<file path="src/rtl/iqsum_pkg.sv">
package iqsum_pkg;
  localparam int unsigned SAMPLE_W = 16;
  typedef logic signed [SAMPLE_W-1:0] sample_t;
endpackage

</file>
<file path="src/rtl/iqsum_route_chk.sv">
module iqsum_route_chk #(
  parameter int unsigned NUM_ROUTES = 3,
  parameter int unsigned NUM_SRC    = 6,
  parameter int unsigned CH_IDX     = 0,
  parameter int unsigned SRC_W      = 3
) (
  input  logic [NUM_ROUTES-1:0]       route_en_i,
  input  logic [NUM_ROUTES*SRC_W-1:0] route_src_i,
  output logic [NUM_ROUTES-1:0]       route_ok_o,
  output logic [NUM_ROUTES-1:0]       route_bad_o
);
  logic [NUM_ROUTES-1:0] legal;

  for (genvar r = 0; r < NUM_ROUTES; r++) begin : g_legal
    logic [SRC_W-1:0] src;
    assign src      = route_src_i[r*SRC_W +: SRC_W];
    assign legal[r] = (int'(src) < int'(NUM_SRC)) && (int'(src) != int'(CH_IDX));
  end

  // lower route wins on a shared source
  always_comb begin : p_accept
    logic [NUM_ROUTES-1:0] acc;
    acc = '0;
    for (int r = 0; r < NUM_ROUTES; r++) begin
      acc[r] = route_en_i[r] && legal[r];
      for (int p = 0; p < NUM_ROUTES; p++) begin
        if (p < r && acc[p] &&
            route_src_i[p*SRC_W +: SRC_W] == route_src_i[r*SRC_W +: SRC_W])
          acc[r] = 1'b0;
      end
    end
    route_ok_o = acc;
  end

  assign route_bad_o = route_en_i & ~route_ok_o;
endmodule

</file>
<file path="src/rtl/iqsum_adder.sv">
module iqsum_adder
  import iqsum_pkg::*;
#(
  parameter int unsigned NUM_ROUTES = 3,
  parameter int unsigned NUM_SRC    = 6,
  parameter int unsigned SRC_W      = 3
) (
  input  sample_t                     own_i_i,
  input  sample_t                     own_q_i,
  input  logic [NUM_SRC*SAMPLE_W-1:0] bank_i_i,
  input  logic [NUM_SRC*SAMPLE_W-1:0] bank_q_i,
  input  logic [NUM_ROUTES-1:0]       route_ok_i,
  input  logic [NUM_ROUTES*SRC_W-1:0] route_src_i,
  output sample_t                     sum_i_o,
  output sample_t                     sum_q_o,
  output logic                        ovf_o
);
  localparam int unsigned GUARD = $clog2(NUM_ROUTES + 1);
  localparam int unsigned ACC_W = SAMPLE_W + GUARD;

  sample_t bi [NUM_SRC];
  sample_t bq [NUM_SRC];

  for (genvar s = 0; s < NUM_SRC; s++) begin : g_unpack
    assign bi[s] = sample_t'(bank_i_i[s*SAMPLE_W +: SAMPLE_W]);
    assign bq[s] = sample_t'(bank_q_i[s*SAMPLE_W +: SAMPLE_W]);
  end

  logic signed [ACC_W-1:0] acc_i, acc_q;

  always_comb begin
    acc_i = ACC_W'(own_i_i);
    acc_q = ACC_W'(own_q_i);
    for (int r = 0; r < NUM_ROUTES; r++) begin
      if (route_ok_i[r]) begin
        acc_i = acc_i + ACC_W'(bi[route_src_i[r*SRC_W +: SRC_W]]);
        acc_q = acc_q + ACC_W'(bq[route_src_i[r*SRC_W +: SRC_W]]);
      end
    end
  end

  // out of range when the guard bits and the sample sign disagree
  logic ov_i, ov_q;
  assign ov_i = !((&acc_i[ACC_W-1:SAMPLE_W-1]) || !(|acc_i[ACC_W-1:SAMPLE_W-1]));
  assign ov_q = !((&acc_q[ACC_W-1:SAMPLE_W-1]) || !(|acc_q[ACC_W-1:SAMPLE_W-1]));

  always_comb begin
    if (ov_i) sum_i_o = acc_i[ACC_W-1] ? {1'b1, {(SAMPLE_W-1){1'b0}}} : {1'b0, {(SAMPLE_W-1){1'b1}}};
    else      sum_i_o = acc_i[SAMPLE_W-1:0];
    if (ov_q) sum_q_o = acc_q[ACC_W-1] ? {1'b1, {(SAMPLE_W-1){1'b0}}} : {1'b0, {(SAMPLE_W-1){1'b1}}};
    else      sum_q_o = acc_q[SAMPLE_W-1:0];
  end

  assign ovf_o = ov_i | ov_q;
endmodule

</file>
<file path="src/rtl/iqsum_delay.sv">
module iqsum_delay #(
  parameter int unsigned WIDTH = 34,
  parameter int unsigned DEPTH = 52
) (
  input  logic             clk_i,
  input  logic             rst_ni,
  input  logic [WIDTH-1:0] d_i,
  output logic [WIDTH-1:0] d_o
);
  if (DEPTH == 0) begin : g_wire
    assign d_o = d_i;
  end else begin : g_pipe
    logic [WIDTH-1:0] pipe [DEPTH];
    always_ff @(posedge clk_i or negedge rst_ni) begin
      if (!rst_ni) begin
        for (int k = 0; k < DEPTH; k++) pipe[k] <= '0;
      end else begin
        pipe[0] <= d_i;
        for (int k = 1; k < DEPTH; k++) pipe[k] <= pipe[k-1];
      end
    end
    assign d_o = pipe[DEPTH-1];
  end
endmodule

</file>
<file path="src/rtl/iqsum_router.sv">
module iqsum_router
  import iqsum_pkg::*;
#(
  parameter int unsigned NUM_SRC    = 6,
  parameter int unsigned CH_IDX     = 0,
  parameter int unsigned NUM_ROUTES = 3,
  parameter int unsigned EXTRA_LAT  = 52,
  parameter int unsigned CNT_W      = 32,
  parameter int unsigned MARK_W     = 2,
  localparam int unsigned SRC_W     = (NUM_SRC > 1) ? $clog2(NUM_SRC) : 1
) (
  input  logic                        clk_i,
  input  logic                        rst_ni,
  input  logic                        rtr_en_i,
  input  logic [NUM_ROUTES-1:0]       route_en_i,
  input  logic [NUM_ROUTES*SRC_W-1:0] route_src_i,
  input  logic                        clr_i,
  input  logic signed [SAMPLE_W-1:0]  own_i_i,
  input  logic signed [SAMPLE_W-1:0]  own_q_i,
  input  logic [MARK_W-1:0]           mark_i,
  input  logic [NUM_SRC*SAMPLE_W-1:0] bank_i_i,
  input  logic [NUM_SRC*SAMPLE_W-1:0] bank_q_i,
  output logic signed [SAMPLE_W-1:0]  out_i_o,
  output logic signed [SAMPLE_W-1:0]  out_q_o,
  output logic [MARK_W-1:0]           mark_o,
  output logic [CNT_W-1:0]            ovf_cnt_o,
  output logic                        cfg_err_o
);
  localparam int unsigned WORD_W = MARK_W + 2*SAMPLE_W;

  logic [NUM_ROUTES-1:0] route_ok, route_bad;
  sample_t               sum_i, sum_q;
  logic                  ovf;

  iqsum_route_chk #(
    .NUM_ROUTES (NUM_ROUTES),
    .NUM_SRC    (NUM_SRC),
    .CH_IDX     (CH_IDX),
    .SRC_W      (SRC_W)
  ) u_route_chk (
    .route_en_i  (route_en_i),
    .route_src_i (route_src_i),
    .route_ok_o  (route_ok),
    .route_bad_o (route_bad)
  );

  iqsum_adder #(
    .NUM_ROUTES (NUM_ROUTES),
    .NUM_SRC    (NUM_SRC),
    .SRC_W      (SRC_W)
  ) u_adder (
    .own_i_i     (own_i_i),
    .own_q_i     (own_q_i),
    .bank_i_i    (bank_i_i),
    .bank_q_i    (bank_q_i),
    .route_ok_i  (route_ok),
    .route_src_i (route_src_i),
    .sum_i_o     (sum_i),
    .sum_q_o     (sum_q),
    .ovf_o       (ovf)
  );

  logic [WORD_W-1:0] stg_q, byp_q, dly;

  always_ff @(posedge clk_i or negedge rst_ni) begin
    if (!rst_ni) begin
      stg_q <= '0;
      byp_q <= '0;
    end else begin
      stg_q <= {mark_i, sum_i, sum_q};
      byp_q <= {mark_i, own_i_i, own_q_i};
    end
  end

  iqsum_delay #(
    .WIDTH (WORD_W),
    .DEPTH (EXTRA_LAT)
  ) u_align (
    .clk_i  (clk_i),
    .rst_ni (rst_ni),
    .d_i    (stg_q),
    .d_o    (dly)
  );

  logic [WORD_W-1:0] out_word;
  assign out_word = rtr_en_i ? dly : byp_q;
  assign mark_o   = out_word[WORD_W-1 -: MARK_W];
  assign out_i_o  = out_word[2*SAMPLE_W-1 -: SAMPLE_W];
  assign out_q_o  = out_word[SAMPLE_W-1:0];

  always_ff @(posedge clk_i or negedge rst_ni) begin
    if (!rst_ni) begin
      ovf_cnt_o <= '0;
      cfg_err_o <= 1'b0;
    end else if (clr_i) begin
      ovf_cnt_o <= '0;
      cfg_err_o <= 1'b0;
    end else begin
      if (rtr_en_i && ovf && !(&ovf_cnt_o)) ovf_cnt_o <= ovf_cnt_o + 1'b1;
      if (rtr_en_i && |route_bad) cfg_err_o <= 1'b1;
    end
  end
endmodule

</file>
<file path="config.mk">
export PLATFORM = sky130hd
export DESIGN_NAME = iqsum_router
export DESIGN_NICKNAME = d
export VERILOG_FILES = /design/src/rtl/iqsum_pkg.sv /design/src/rtl/iqsum_route_chk.sv /design/src/rtl/iqsum_adder.sv /design/src/rtl/iqsum_delay.sv /design/src/rtl/iqsum_router.sv
export SDC_FILE = /design/constraint.sdc
export NUM_CORES = 2
export LEC_CHECK = 0
export BUFFER_PORTS_ARGS = -buffer_cell sky130_fd_sc_hd__buf_2
export CAP_MARGIN = 15
export CORE_MARGIN = 2
export CORE_UTILIZATION = 62
export CTS_CLUSTER_DIAMETER = 200
export CTS_CLUSTER_SIZE = 12
export DETAILED_ROUTE_END_ITERATION = 8
export GPL_TIMING_DRIVEN = 1
export PLACE_DENSITY = 0.81
export SYNTH_ARGS = -nofsm -noshare
export SYNTH_HDL_FRONTEND = slang
export SYNTH_SLANG_ARGS = --single-unit
</file>
<file path="constraint.sdc">
create_clock -name clk_i -period 6.1 [get_ports clk_i]
set_input_delay 0.915 -clock clk_i [delete_from_list [all_inputs] [get_ports clk_i]]
set_output_delay 0.915 -clock clk_i [all_outputs]
set_load 0.03 [all_outputs]
</file>
# Word level (Yosys, flattened, before mapping)
# Cells that the tools add are included.
[classes]
add_sub_neg = 7
order_cmp = 6
eq_ne = 3
muxes = 36
bitwise = 6
reduce_logical = 30
[ops]
columns = ["operator", "n"]
rows = [
  ["16-bit binary-select mux with 3-bit select", 6],
  ["16-bit two-way mux", 16],
  ["18-bit two-way mux", 6],
  ["18-bit by 16-bit adder with 18-bit output", 4],
  ["32-bit two-way mux", 2],
  ["16-bit by 16-bit adder with 17-bit output", 2],
  ["34-bit two-way mux", 1],
  ["32-bit by 1-bit adder with 32-bit output (second input constant)", 1],
  ["32-bit AND reduction", 1],
  ["4-bit greater-or-equal comparator (second input constant)", 3],
  ["1-bit logical AND", 12],
  ["3-bit NOT with 4-bit output", 3],
  ["3-bit equality test", 3],
  ["3-bit less-than comparator (second input constant)", 3],
  ["3-bit nonzero test", 3],
  ["3-bit OR reduction", 3],
  ["3-bit AND reduction", 2],
  ["1-bit logical NOT", 5],
  ["1-bit two-way mux", 5],
  ["2-bit nonzero test", 2],
  ["3-bit bitwise AND", 1],
  ["3-bit NOT", 1],
  ["1-bit logical OR", 2],
  ["1-bit OR", 1],
]
[word_totals]
regBits = 1869
in_bits = 242
wordCells = 144

# Logic depth before layout (Yosys ltp)
[depth]
depth_word = 19
ltp_mapped = 38
mapped_depth_nobuf = 34

# Cells and area by module
# From an unflattened synthesis, not the netlist that was laid out.
[unflattened]
cells_unflattened = 3457
area_unflattened_um2 = 59449.5
[modules_own_cells]
columns = ["module", "instances", "cells_each", "area_per_inst_um2", "seq_area_each_um2"]
rows = [
  ["iqsum_delay", 1, 1802, 44497.7, 44242.4],
  ["iqsum_adder", 1, 1328, 10682.7, 0.0],
  ["iqsum_router", 1, 300, 4078.9, 2477.4],
  ["iqsum_route_chk", 1, 27, 190.2, 0.0],
]

# Least setup slack after synthesis
# Ideal clock, no wire load.
[synth_path]
path_type = "input-to-reg"
start = "input port route_src_i[0]"
end = "register ovf_cnt_o[1]"
t_arrival_ns = 8.414
required_ns = 5.968
path_slack_ns = -2.446
cell_stages = 35
cell_sequence = "buf_6 -> clkbuf_1 -> buf_1 -> buf_1 -> mux2i_1 -> o22ai_1 -> ha_1 -> fa_1 -> a211oi_1 -> o21ai_0 -> a31oi_1 -> o21bai_1 -> a21oi_1 -> xor2_1 -> o21ai_0 -> ha_1 -> a21oi_1 -> o21bai_1 -> a21oi_1 -> o31ai_1 -> xor2_1 -> mux2_2 -> ha_1 -> a2111oi_0 -> nand2_1 -> o21ai_0 -> a31oi_1 -> mux2_2 -> a211oi_1 -> mux2i_1 -> o31ai_4 -> buf_6 -> buf_8 -> mux2i_1 -> nor2_1"
[synth_via]
elab_chain_len = 18
word_cells_on_any_way = 45
classes_between = "add/sub: 6; order compare: 1; eq/ne: 2; mux: 15; bitwise: 2; reduce/logical: 19"
[synth_rtl]
columns = ["item", "line_no", "rtl"]
rows = [
  ["from (decl)", "iqsum_router.sv:16", "input logic [NUM_ROUTES*SRC_W-1:0] route_src_i,"],
  ["3-bit NOT with 4-bit output (not written as such)", "iqsum_adder.sv:36, iqsum_adder.sv:37", ""],
  ["16-bit binary-select mux with 3-bit select, on equally long branches", "iqsum_adder.sv:36, iqsum_adder.sv:37", ""],
  ["16-bit two-way mux, on equally long branches (2 in a row)", "iqsum_adder.sv:36, iqsum_adder.sv:37", ""],
  ["16-bit by 16-bit adder with 17-bit output, on equally long branches", "iqsum_adder.sv:36, iqsum_adder.sv:37", ""],
  ["18-bit two-way mux", "iqsum_adder.sv:35", "if (route_ok_i[r]) begin"],
  ["18-bit by 16-bit adder with 18-bit output, on equally long branches", "iqsum_adder.sv:36, iqsum_adder.sv:37", ""],
  ["18-bit two-way mux", "iqsum_adder.sv:35", ""],
  ["18-bit by 16-bit adder with 18-bit output, on equally long branches", "iqsum_adder.sv:36, iqsum_adder.sv:37", ""],
  ["18-bit two-way mux", "iqsum_adder.sv:35", ""],
  ["3-bit OR reduction, on equally long branches", "iqsum_adder.sv:44, iqsum_adder.sv:45", ""],
  ["1-bit logical NOT, on equally long branches", "iqsum_adder.sv:44, iqsum_adder.sv:45", ""],
  ["1-bit logical OR, on equally long branches", "iqsum_adder.sv:44, iqsum_adder.sv:45", ""],
  ["1-bit logical NOT, on equally long branches", "iqsum_adder.sv:44, iqsum_adder.sv:45", ""],
  ["1-bit OR *", "iqsum_adder.sv:54", "assign ovf_o = ov_i | ov_q;"],
  ["1-bit logical AND * (2 in a row)", "iqsum_router.sv:99", "if (rtr_en_i && ovf && !(&ovf_cnt_o)) ovf_cnt_o <= ovf_cnt_o + 1'b1;"],
  ["2-bit nonzero test (no line) *", "n/a", ""],
  ["to (signal assigned)", "iqsum_router.sv:99", ""],
  ["to (decl)", "iqsum_router.sv:26", "output logic [CNT_W-1:0] ovf_cnt_o,"],
]
# Mark *: on every way between the ends. The rest lies on a longest branch, timed or not. The select of a mux whose other input is x is not followed.
# A chain may end at the register's enable or synchronous reset.

# Final worst setup path
[layout_path]
start = "input port route_src_i[0]"
end = "register ovf_cnt_o[25]"
# The elaborated chain is that of the path after synthesis.

==> metrics.yaml <==
run_status:
  outcome: "finished with violations"
  violations: "capacitance limit, setup timing"
job:
  maxCapViolations: 1
grt:
  grt_overflow: 0
  grt_pass1_vias: 40200
  antenna_found_initial: 81
  grt_pass1_wl_um: 283000
  grt_usage: 0.416
  grt_max_degree: 214
setup_path:
  crit_path_start_kind: "input port"
  cp_top_family: "compound AO/OA/AOI/OAI gates"
  critPathArrivalTime_ns: 8.81
  reg2reg_setup_slack_ns: 1.74
  critPathBufInv: 7
  ff2ff_path_depth: 10
  r2r_end: "ovf_cnt_o[27]$_DFFE_PN0P_"
  max_stage_delay_ns: 0.54
  required_ns: 6.73
  crit_slowest_cell: "mux4_2"
  rr_startpoint: "ovf_cnt_o[3]$_DFFE_PN0P_"
  worstPathMaxFanout: 6
  criticalPathCategory: "in -> reg"
  endpoint_kind: "flop"
layout:
  multiInputGateArea_mm2: 0.0126
  drive_gt1_frac: 0.352
  area_growth_pct: 24.9
  stdcell_area_mm2: 0.0731
  nets: 4792
  fill_cells: 4366
  regArea_mm2: 0.0467
routing:
  drtIter0Drc: 5509
  wl_um: 204000
  drc: 0
  vias: 37400
  drtAntennaViolNets: 0
  wl_per_cell_um: 35.5
  viasPerCell: 6.51
  firstDrtPassIters: 9
yosys:
  async_reset_ff_frac: 1.00
  synth_area_leaders: "dfrtp_1 (80%), mux4_2 (3.7%), ha_1 (2.2%), mux2i_1 (2.0%), o21ai_0 (1.2%)"
  synth-seq-cells: 1867
  synth_cell_types: 83
  synth_most_common_cell: "dfrtp_1"
  synth_common_cells: "dfrtp_1 (1,867), nand2_1 (162), o21ai_0 (136)"
  synth-main-ff-cell: "dfrtp_1"
  yosys_warnings: 0
  synth_area_mm2: 0.0585
  yosysSeqAreaShare: 0.799
  syn_area_per_cell_um2: 17.2
  syn_inst: 3398
  yosysTopAreaCell: "dfrtp_1"
  synth-edff-count: 0
  syn_nets: 3747
  netlist.area_leader.share: 0.799
clock_tree:
  hold_buffers: 0
  cts_root_buf: "clkbuf_16"
  cts_buffers: 173
  clk_path_buf_depth: 3
  clk_pin_slew_worst_paths_ns: 0.07
  htree_levels: 4
  cts_tree: "built"
  cts_num_sinks: 1867
  clkLatencyLatePin_ns: 0.83
power:
  finalPower_w: 0.0353
  p_leak_nw: 33.2
  power_density_mw_per_mm2: 484
  peakVddDrop_uv: 376
sta:
  timing.final.ws_setup_ns: -2.08
  skew_ns: 0.0600
  setup_viol: 64
  rsz0062_at_grt: "yes"
  period_share: 1.34
  worst_pin_slew_ns: 1.47
  fmax_ghz: 0.122
  final-hold-violation-count: 0
  post-route-min-period_ns: 8.18
  slew_headroom: 0.0120
  drv_slew: 0
floorplan:
  die-area_mm2: 0.0968
  die_w_um: 311
  initial_core_util: 0.626
  die_h_um: 311
  ios: 309
  design.core.area_mm2: 0.0935
  placementRows: 112
place:
  dpl_cell_area_mm2: 0.0659
  hpwlAfterDp_um: 101000
  pre_cts_ws_ns: -2.31
  port_buffers: 308
  routabilityCongestion: 0.937
min_path:
  hp-class: "in -> async"
==> area by class of cell <==
type                            instances  share of cell area
Sequential cell                      1867               0.639
Multi-Input combinational cell       1331               0.172
Timing Repair Buffer                  969              0.0963
Clock buffer                          174              0.0596
Tap cell                             1254              0.0215
Inverter                              101             0.00519
Clock inverter                         15             0.00467
Antenna cell                           29            0.000993
==> layout by cell type, fill, tap and decap left out, drive strengths merged, types with 12 or more instances in the layout <==
cell type / n
dfrtp: 1867
buf: 969
clkbuf: 174
nand2: 162
o21ai: 152
a21oi: 126
mux2i: 116
inv: 103
ha: 101
mux4: 96
o22ai: 67
nor2: 61
xnor2: 59
mux2: 41
a21o: 33
diode: 29
nand3: 29
xor2: 28
or3: 22
o31ai: 22
o21bai: 20
or4: 18
nor3: 17
o21a: 16
a211oi: 14
nand2b: 12
clkinv: 12
==> power by group <==
group	leakage, nW	internal (W)	switching, W
Sequential	21.1	0.0174	0.00281
Combinational	9.78	0.00209	0.00293
Clock	2.28	0.00511	0.00499
Total	33.2	0.0246	0.0107
==> state kept, by name, indices dropped and copies added (netlist names) <==
name	cells
cfg_err_o	1
ovf_cnt_o	32
stg_q	32
u_align.d_o	34
u_align.g_pipe.pipe	1734
byp_q	34
==> logic make-up (layout without fill, tap and decap cells) <==
logic type | Yosys count | after routing | synth area share
multiplexers | 253 | 253 | 0.0647
AND/OR/NAND/NOR | 368 | 368 | 0.0298
other | 0 | 29 | 0
adder cells (fa/ha/maj) | 107 | 107 | 0.0237
XOR/XNOR | 87 | 87 | 0.0132
AO/OA/AOI/OAI | 516 | 516 | 0.0556
buffers and inverters | 200 | 1259 | 0.0142
flip-flops | 1867 | 1867 | 0.799
==> metal layers <==
layer / wire length [um] / global-route usage / vias up
met3: 26300 / 0.177 / 1421
met4: 17500 / 0.245 / 90
li1: - / - / 13700
met2: 93000 / 0.636 / 3311
met1: 66200 / 0.498 / 18900
met5: 729 / 0.000494 / -
==> metrics by stage <==
step           TNS, ns  std cells  hold slack, ns   util
6_report        -93.51       5740          0.0880  0.782
5_1_grt         -94.84       5731           0.135  0.782
4_1_cts         -58.56       5674           0.136  0.770
3_5_place_dp   -121.84       5439           0.335  0.705
3_3_place_gp    -99.74       5439           0.331  0.705
2_1_floorplan   -50.81       3398           0.331      -
==> worst max path at each step <==
stage                               from                   endpoint  slack [ns]  cells after the start
after floorplan           route_src_i[0]  ovf_cnt_o[26]$_DFFE_PN0P_       -1.14                     34
after global placement    route_src_i[0]  ovf_cnt_o[14]$_DFFE_PN0P_       -1.89                     36
after detailed placement  route_src_i[0]  ovf_cnt_o[13]$_DFFE_PN0P_       -2.31                     37
after CTS                 route_src_i[0]  ovf_cnt_o[13]$_DFFE_PN0P_       -1.33                     37
after global routing      route_src_i[0]   ovf_cnt_o[5]$_DFFE_PN0P_       -2.00                     37
final                     route_src_i[0]  ovf_cnt_o[25]$_DFFE_PN0P_       -2.08                     37
==> timing repair <==
item,in CTS,in global routing
hold endpoints to repair,0,0
resized for setup,220,184
buffers inserted,54,45
setup endpoints to repair,64,64
pin swaps,84,98
gates cloned,6,0
(Power assumes the default switching activity.)
